$ cat src/rtl/ackdly_pkg.sv
// Package: shared constants and state type for the acknowledgment delay timer.
// Assumes every delay fits the counter width chosen by the top module.
package ackdly_pkg;
    localparam int DLY_STD      = 12; // unslotted, normal turnaround
    localparam int DLY_SHORT_LO = 2;  // unslotted, reduced, lower-rate class
    localparam int DLY_SHORT_HI = 3;  // unslotted, reduced, higher-rate class
    localparam int EN_STD       = 6;  // slotted guard, normal
    localparam int EN_SHORT     = 3;  // slotted guard, reduced

    typedef enum logic [1:0] {
        ST_IDLE  = 2'd0,
        ST_COUNT = 2'd1,
        ST_WAIT  = 2'd2
    } ackdly_state_t;
endpackage

$ cat src/rtl/ackdly_counter.sv
// Module: symbol-tick counter. Clears on request, advances on an increment
// strobe. Assumes the caller clears it before it could wrap.
module ackdly_counter #(
    parameter int W = 4
) (
    input  logic         clk,
    input  logic         rst_n,
    input  logic         clr,
    input  logic         inc,
    output logic [W-1:0] cnt
);
    // Count ticks, clear has priority.
    always_ff @(posedge clk) begin
        if (!rst_n || clr) cnt <= '0;
        else if (inc)      cnt <= cnt + 1'b1;
    end
endmodule

$ cat src/rtl/ackdly_limit.sv
// Module: selects the tick count that ends the timing phase from the sampled
// configuration. Purely combinational; assumes all delays fit W bits.
module ackdly_limit
    import ackdly_pkg::*;
#(
    parameter int W         = 4,
    parameter int STD       = DLY_STD,
    parameter int SHORT_LO  = DLY_SHORT_LO,
    parameter int SHORT_HI  = DLY_SHORT_HI,
    parameter int SLOT_STD  = EN_STD,
    parameter int SLOT_SHRT = EN_SHORT
) (
    input  logic         slot,
    input  logic         short_sel,
    input  logic         hi_rate,
    output logic [W-1:0] lim
);
    localparam logic [W-1:0] L_STD  = W'(STD);
    localparam logic [W-1:0] L_LO   = W'(SHORT_LO);
    localparam logic [W-1:0] L_HI   = W'(SHORT_HI);
    localparam logic [W-1:0] L_SSTD = W'(SLOT_STD);
    localparam logic [W-1:0] L_SSH  = W'(SLOT_SHRT);

    // Pick the limit: slotted ignores the rate class.
    always_comb begin
        if (slot)           lim = short_sel ? L_SSH : L_SSTD;
        else if (!short_sel) lim = L_STD;
        else                lim = hi_rate ? L_HI : L_LO;
    end
endmodule

$ cat src/rtl/ackdly_edge.sv
// Module: rising-edge detector for the external trigger. The previous level
// is always tracked, so a level held high yields no edge later.
module ackdly_edge (
    input  logic clk,
    input  logic rst_n,
    input  logic din,
    output logic prev,
    output logic rise
);
    // Remember last cycle's trigger level.
    always_ff @(posedge clk) begin
        if (!rst_n) prev <= 1'b0;
        else        prev <= din;
    end

    assign rise = din & ~prev;
endmodule

$ cat src/rtl/ackdly_timer.sv
// Module: acknowledgment start delay timer (top). Arms on end of reception
// with an acknowledgment request, counts symbol ticks to a configured limit,
// then either fires the start pulse (unslotted) or enables the external
// trigger (slotted). Assumes sym_tick and rx_done are single-cycle strobes.
module ackdly_timer
    import ackdly_pkg::*;
#(
    parameter int CNT_W = 4
) (
    input  logic clk,
    input  logic rst_n,
    input  logic sym_tick,
    input  logic rx_done,
    input  logic ack_req,
    input  logic short_dly,
    input  logic rate_hi,
    input  logic slotted,
    input  logic ext_trig,
    output logic ack_start,
    output logic trig_en
);
    ackdly_state_t    st;
    logic             slot_q, short_q, hi_q;
    logic [CNT_W-1:0] cnt, lim;
    logic             trig_prev, trig_rise;
    logic             in_count, is_idle, hit;

    assign in_count = (st == ST_COUNT);
    assign is_idle  = (st == ST_IDLE);
    assign trig_en  = (st == ST_WAIT);
    assign hit      = in_count && sym_tick && (cnt == lim - 1'b1);

    ackdly_counter #(.W(CNT_W)) u_cnt (
        .clk   (clk),
        .rst_n (rst_n),
        .clr   (rx_done || !in_count),
        .inc   (in_count && sym_tick),
        .cnt   (cnt)
    );

    ackdly_limit #(.W(CNT_W)) u_lim (
        .slot      (slot_q),
        .short_sel (short_q),
        .hi_rate   (hi_q),
        .lim       (lim)
    );

    ackdly_edge u_edge (
        .clk   (clk),
        .rst_n (rst_n),
        .din   (ext_trig),
        .prev  (trig_prev),
        .rise  (trig_rise)
    );

    // Sequencer: arm/restart/cancel, finish timing, accept trigger.
    always_ff @(posedge clk) begin
        if (!rst_n) begin
            st        <= ST_IDLE;
            ack_start <= 1'b0;
            slot_q    <= 1'b0;
            short_q   <= 1'b0;
            hi_q      <= 1'b0;
        end else begin
            ack_start <= 1'b0;
            if (rx_done) begin
                if (ack_req) begin
                    st      <= ST_COUNT;
                    slot_q  <= slotted;
                    short_q <= short_dly;
                    hi_q    <= rate_hi;
                end else begin
                    st <= ST_IDLE;
                end
            end else begin
                unique case (st)
                    ST_COUNT: if (hit) begin
                        if (slot_q) st <= ST_WAIT;
                        else begin
                            ack_start <= 1'b1;
                            st        <= ST_IDLE;
                        end
                    end
                    ST_WAIT: if (trig_rise) begin
                        ack_start <= 1'b1;
                        st        <= ST_IDLE;
                    end
                    default: st <= ST_IDLE;
                endcase
            end
        end
    end
endmodule

$ cat config.mk
export PLATFORM = sky130hd
export DESIGN_NAME = ackdly_timer
export DESIGN_NICKNAME = d
export VERILOG_FILES = /design/src/rtl/ackdly_pkg.sv /design/src/rtl/ackdly_counter.sv /design/src/rtl/ackdly_limit.sv /design/src/rtl/ackdly_edge.sv /design/src/rtl/ackdly_timer.sv
export SDC_FILE = /design/constraint.sdc
export NUM_CORES = 1
export LEC_CHECK = 0
export BUFFER_PORTS_ARGS = -buffer_cell sky130_fd_sc_hd__buf_2
export CORE_AREA = 10 10 47 49
export CTS_BUF_LIST = sky130_fd_sc_hd__clkbuf_16
export DETAILED_ROUTE_END_ITERATION = 10
export DIE_AREA = 0 0 57 59
export GPL_TIMING_DRIVEN = 0
export PLACE_DENSITY = 0.75
export SLEW_MARGIN = 0
export SYNTH_ARGS = -nofsm -noshare
export SYNTH_HDL_FRONTEND = slang
export SYNTH_SLANG_ARGS = --single-unit
$ cat constraint.sdc
create_clock -name clk -period 1.25 [get_ports clk]
set_input_delay 0.25 -clock clk [delete_from_list [all_inputs] [get_ports clk]]
set_output_delay 0.25 -clock clk [all_outputs]
set_load 0.02 [all_outputs]
==> flow_summary.toml <==
[routing]
via_per_inst = 5.35
drtAntennaViolNets = 0
drt-pass1-iter-count = 4
wire_per_inst_microns = 12.3
vias = 530
drt_wl_total_microns = 1220
route.detailed.drc = 0
drt-initial-drc-count = 11

[worst_setup_path]
crit_buf_inv = 0
cpPeakStageDelay_ps = 350
crit_chain = "o2bb2ai_2 -> o22ai_1 -> o2111ai_1 -> a21o_1 -> a211o_1"
critPathLaunchType = "register"
cp.arrival_ps = 1410
cp_max_fo = 4
crit_required_ps = 1380
cp_top_family = "compound AO/OA/AOI/OAI gates"
critPathKind = "register to register"
crit_slowest_cell = "dfxtp_4"
crit_path_end_kind = "register"

[power]
pwr-share-clk_pct = 57.7
internal_power_mw = 0.809
total_power_mw = 1.02
swShare_pct = 20.4
p_switching_mw = 0.208
ir_worst_vdd_mv = 1.04
p_leak_nw = 0.328
pwr_density_cell_nw_per_um2 = 1250
power_frac_comb_pct = 6.1
power_frac_seq_pct = 36.2

[timing]
fmax_ghz = 0.777
fin_skew_ps = 2.39
setup_viol = 1
hold_violations = 0
hold_ws_ps = 252
setup_ws_ps = -37.3
tightest_slew_ps = 233
slew_viol_final = 0
fin_crit_ps = 1290
rsz0062_at_grt = "true"
fin_crit_sh_pct = 103
relSlewSlack_pct = 84.4
tns_ps = -37.3

[die]
rows = 14
core_area_sq_um = 1400
die_w_microns = 57
die_h_microns = 59
dieArea_sq_um = 3360
initial_utilization_pct = 41.5
io_pins = 11

[cts]
cts-root-buf = "clkbuf_16"
ctsHoldBuffers = 0
clk_pin_slew_ps = 40
clock_path_buffers = 2
tritoncts = "done"
htreeDepth = 1
cts_made_buffers = 3
clkSinkCount = 11
clk_latency_ps = 240

[layout]
layout-drive-gt1-share_pct = 39.8
post-route-util_pct = 58.0
diodes = 0
fin_area_sq_um = 813
final_cells = 99
area_growth_syn_to_layout_pct = 39.8
final_nets = 96
fill_cells = 126

[logic_synthesis]
syn_area_per_cell_sq_um = 8.68
synth_cell_types = 27
synth_top_area_share_pct = 37.8
synth_edf_count = 0
synth_ff_type = "dfxtp_1"
syn_nets = 79
synth_seq_area_share_pct = 37.8
ys_ff_latch = 11
syn_inst = 67
ys_async_sr_fraction_pct = 0
synth.area.top_cells = "dfxtp_1, ha_1, a21boi_0, nand2_1, nor2_1"
synthesis.area_sq_um = 582
yosysWarnings = 0
synth_top_cell_by_area = "dfxtp_1"

[placement]
io_buffers = 10
placed_area_sq_um = 671
dp_slack_ps = -91.3
dp_hpwl_microns = 885
dpl.cell_count = 93
finalWeightedCongestion = 0.816

[grt]
grt_pass1_wl_microns = 2280
antenna_found_initial = 0
grt_pass1_vias = 546
grtUsageTotal_pct = 8.85
grt_overflow_total = 0
grt_start_max_net_pins = 9

[run_status]
violations = "negative setup slack"
status = "complete, but fails checks"

[flow_run]
drv_cap = 0

[hold_path]
min_path_type = "input port to register"
[synth_stat cells (2+ instances only)]
cell type  count
inv_1          5
nand2_1        7
nor2b_1        2
nand3_1        3
a21boi_0       4
dfxtp_1       11
ha_1           3
and2_1         2
nor2_1         6
xor2_1         2
o21ai_0        4
o2111ai_1      2
mux2i_1        2
[cell type report]
cell class	instances	area, sq um	share of cell area, %
multi-input cells	51	394	48.5
flip-flops and latches	11	236	29.1
clock buffers	3	75.1	9.23
repair buffers	12	65.1	8.00
well taps	16	20.0	2.46
inverters	5	18.8	2.31
clock inverters	1	3.75	0.462
[flip-flops by register name (all words and copies together), names as in the netlist]
signal,flops
u_edge.prev,1
ack_start,1
hi_q,1
slot_q,1
u_cnt.cnt,4
st,2
short_q,1
[per-layer routing]
| layer | global-route usage [%] | vias up | share of wire [%] |
|---|---|---|---|
| met5 | 0 | - | 0 |
| li1 | - | 272 | - |
| met4 | 8.72 | 0 | 3.8 |
| met1 | 9.11 | 241 | 44 |
| met2 | 12.4 | 13 | 46 |
| met3 | 4.72 | 4 | 5.3 |
[cell usage in the layout, fill, tap and decap left out, drive strengths merged]
master,Yosys,layout
clkbuf,0,3
and2,2,2
mux2i,2,2
xor2,2,2
nor3,1,1
nand3,3,3
nand4,1,1
nand2,7,7
ha,3,3
a21boi,4,4
a211o,1,1
inv,5,6
and3,1,1
nor3b,1,1
nand3b,1,1
o2bb2ai,1,1
dfxtp,11,11
o21ai,4,4
o2111ai,2,2
a211oi,1,1
nor2b,2,2
o41ai,1,1
a31o,1,1
buf,0,12
nor2,6,6
a21o,1,1
xnor2,1,1
o22ai,1,1
or3,1,1
[cell families (layout without fill, tap and decap cells)]
kind of cell / Yosys count / after routing / share of synthesized area [%]
AND/OR/NAND/NOR: 26 / 26 / 21.9
AO/OA/AOI/OAI: 17 / 17 / 22.6
flip-flops: 11 / 11 / 37.8
buffers and inverters: 5 / 21 / 3.23
adder cells (fa/ha/maj): 3 / 3 / 6.45
XOR/XNOR: 3 / 3 / 4.52
multiplexers: 2 / 2 / 3.44
[repair_timing]
item                                    CTS  global route
gates resized for setup                  10             7
pin swaps                                 3             3
endpoints found under the setup margin    3             3
cloned                                    0             0
setup buffers                             1             1
[final timing paths]
check                       startpoint                     end  slack (ps)  cells after the start
max reg2reg  u_cnt.cnt[0]$_SDFFE_PP0P_      st[1]$_SDFFE_PN0P_         -40                      5
max          u_cnt.cnt[0]$_SDFFE_PP0P_      st[1]$_SDFFE_PN0P_         -40                      5
min                           ext_trig  u_edge.prev$_SDFF_PN0_         250                      2
min reg2reg        slot_q$_SDFFE_PN0P_    ack_start$_SDFF_PP0_         510                      1
[power groups by stage]
| stage | Sequential (mW) | Clock [mW] | Combinational [mW] |
|---|---|---|---|
| final | 0.368 | 0.586 | 0.0620 |
| after global routing | 0.371 | 0.608 | 0.0726 |
| after CTS | 0.368 | 0.602 | 0.0599 |
| after detailed placement | 0.375 | 0 | 0.0572 |
| after global placement | 0.375 | 0 | 0.0554 |
| after floorplan | 0.373 | 0 | 0.0318 |
No activity file was read; power rests on OpenSTA's default activity.
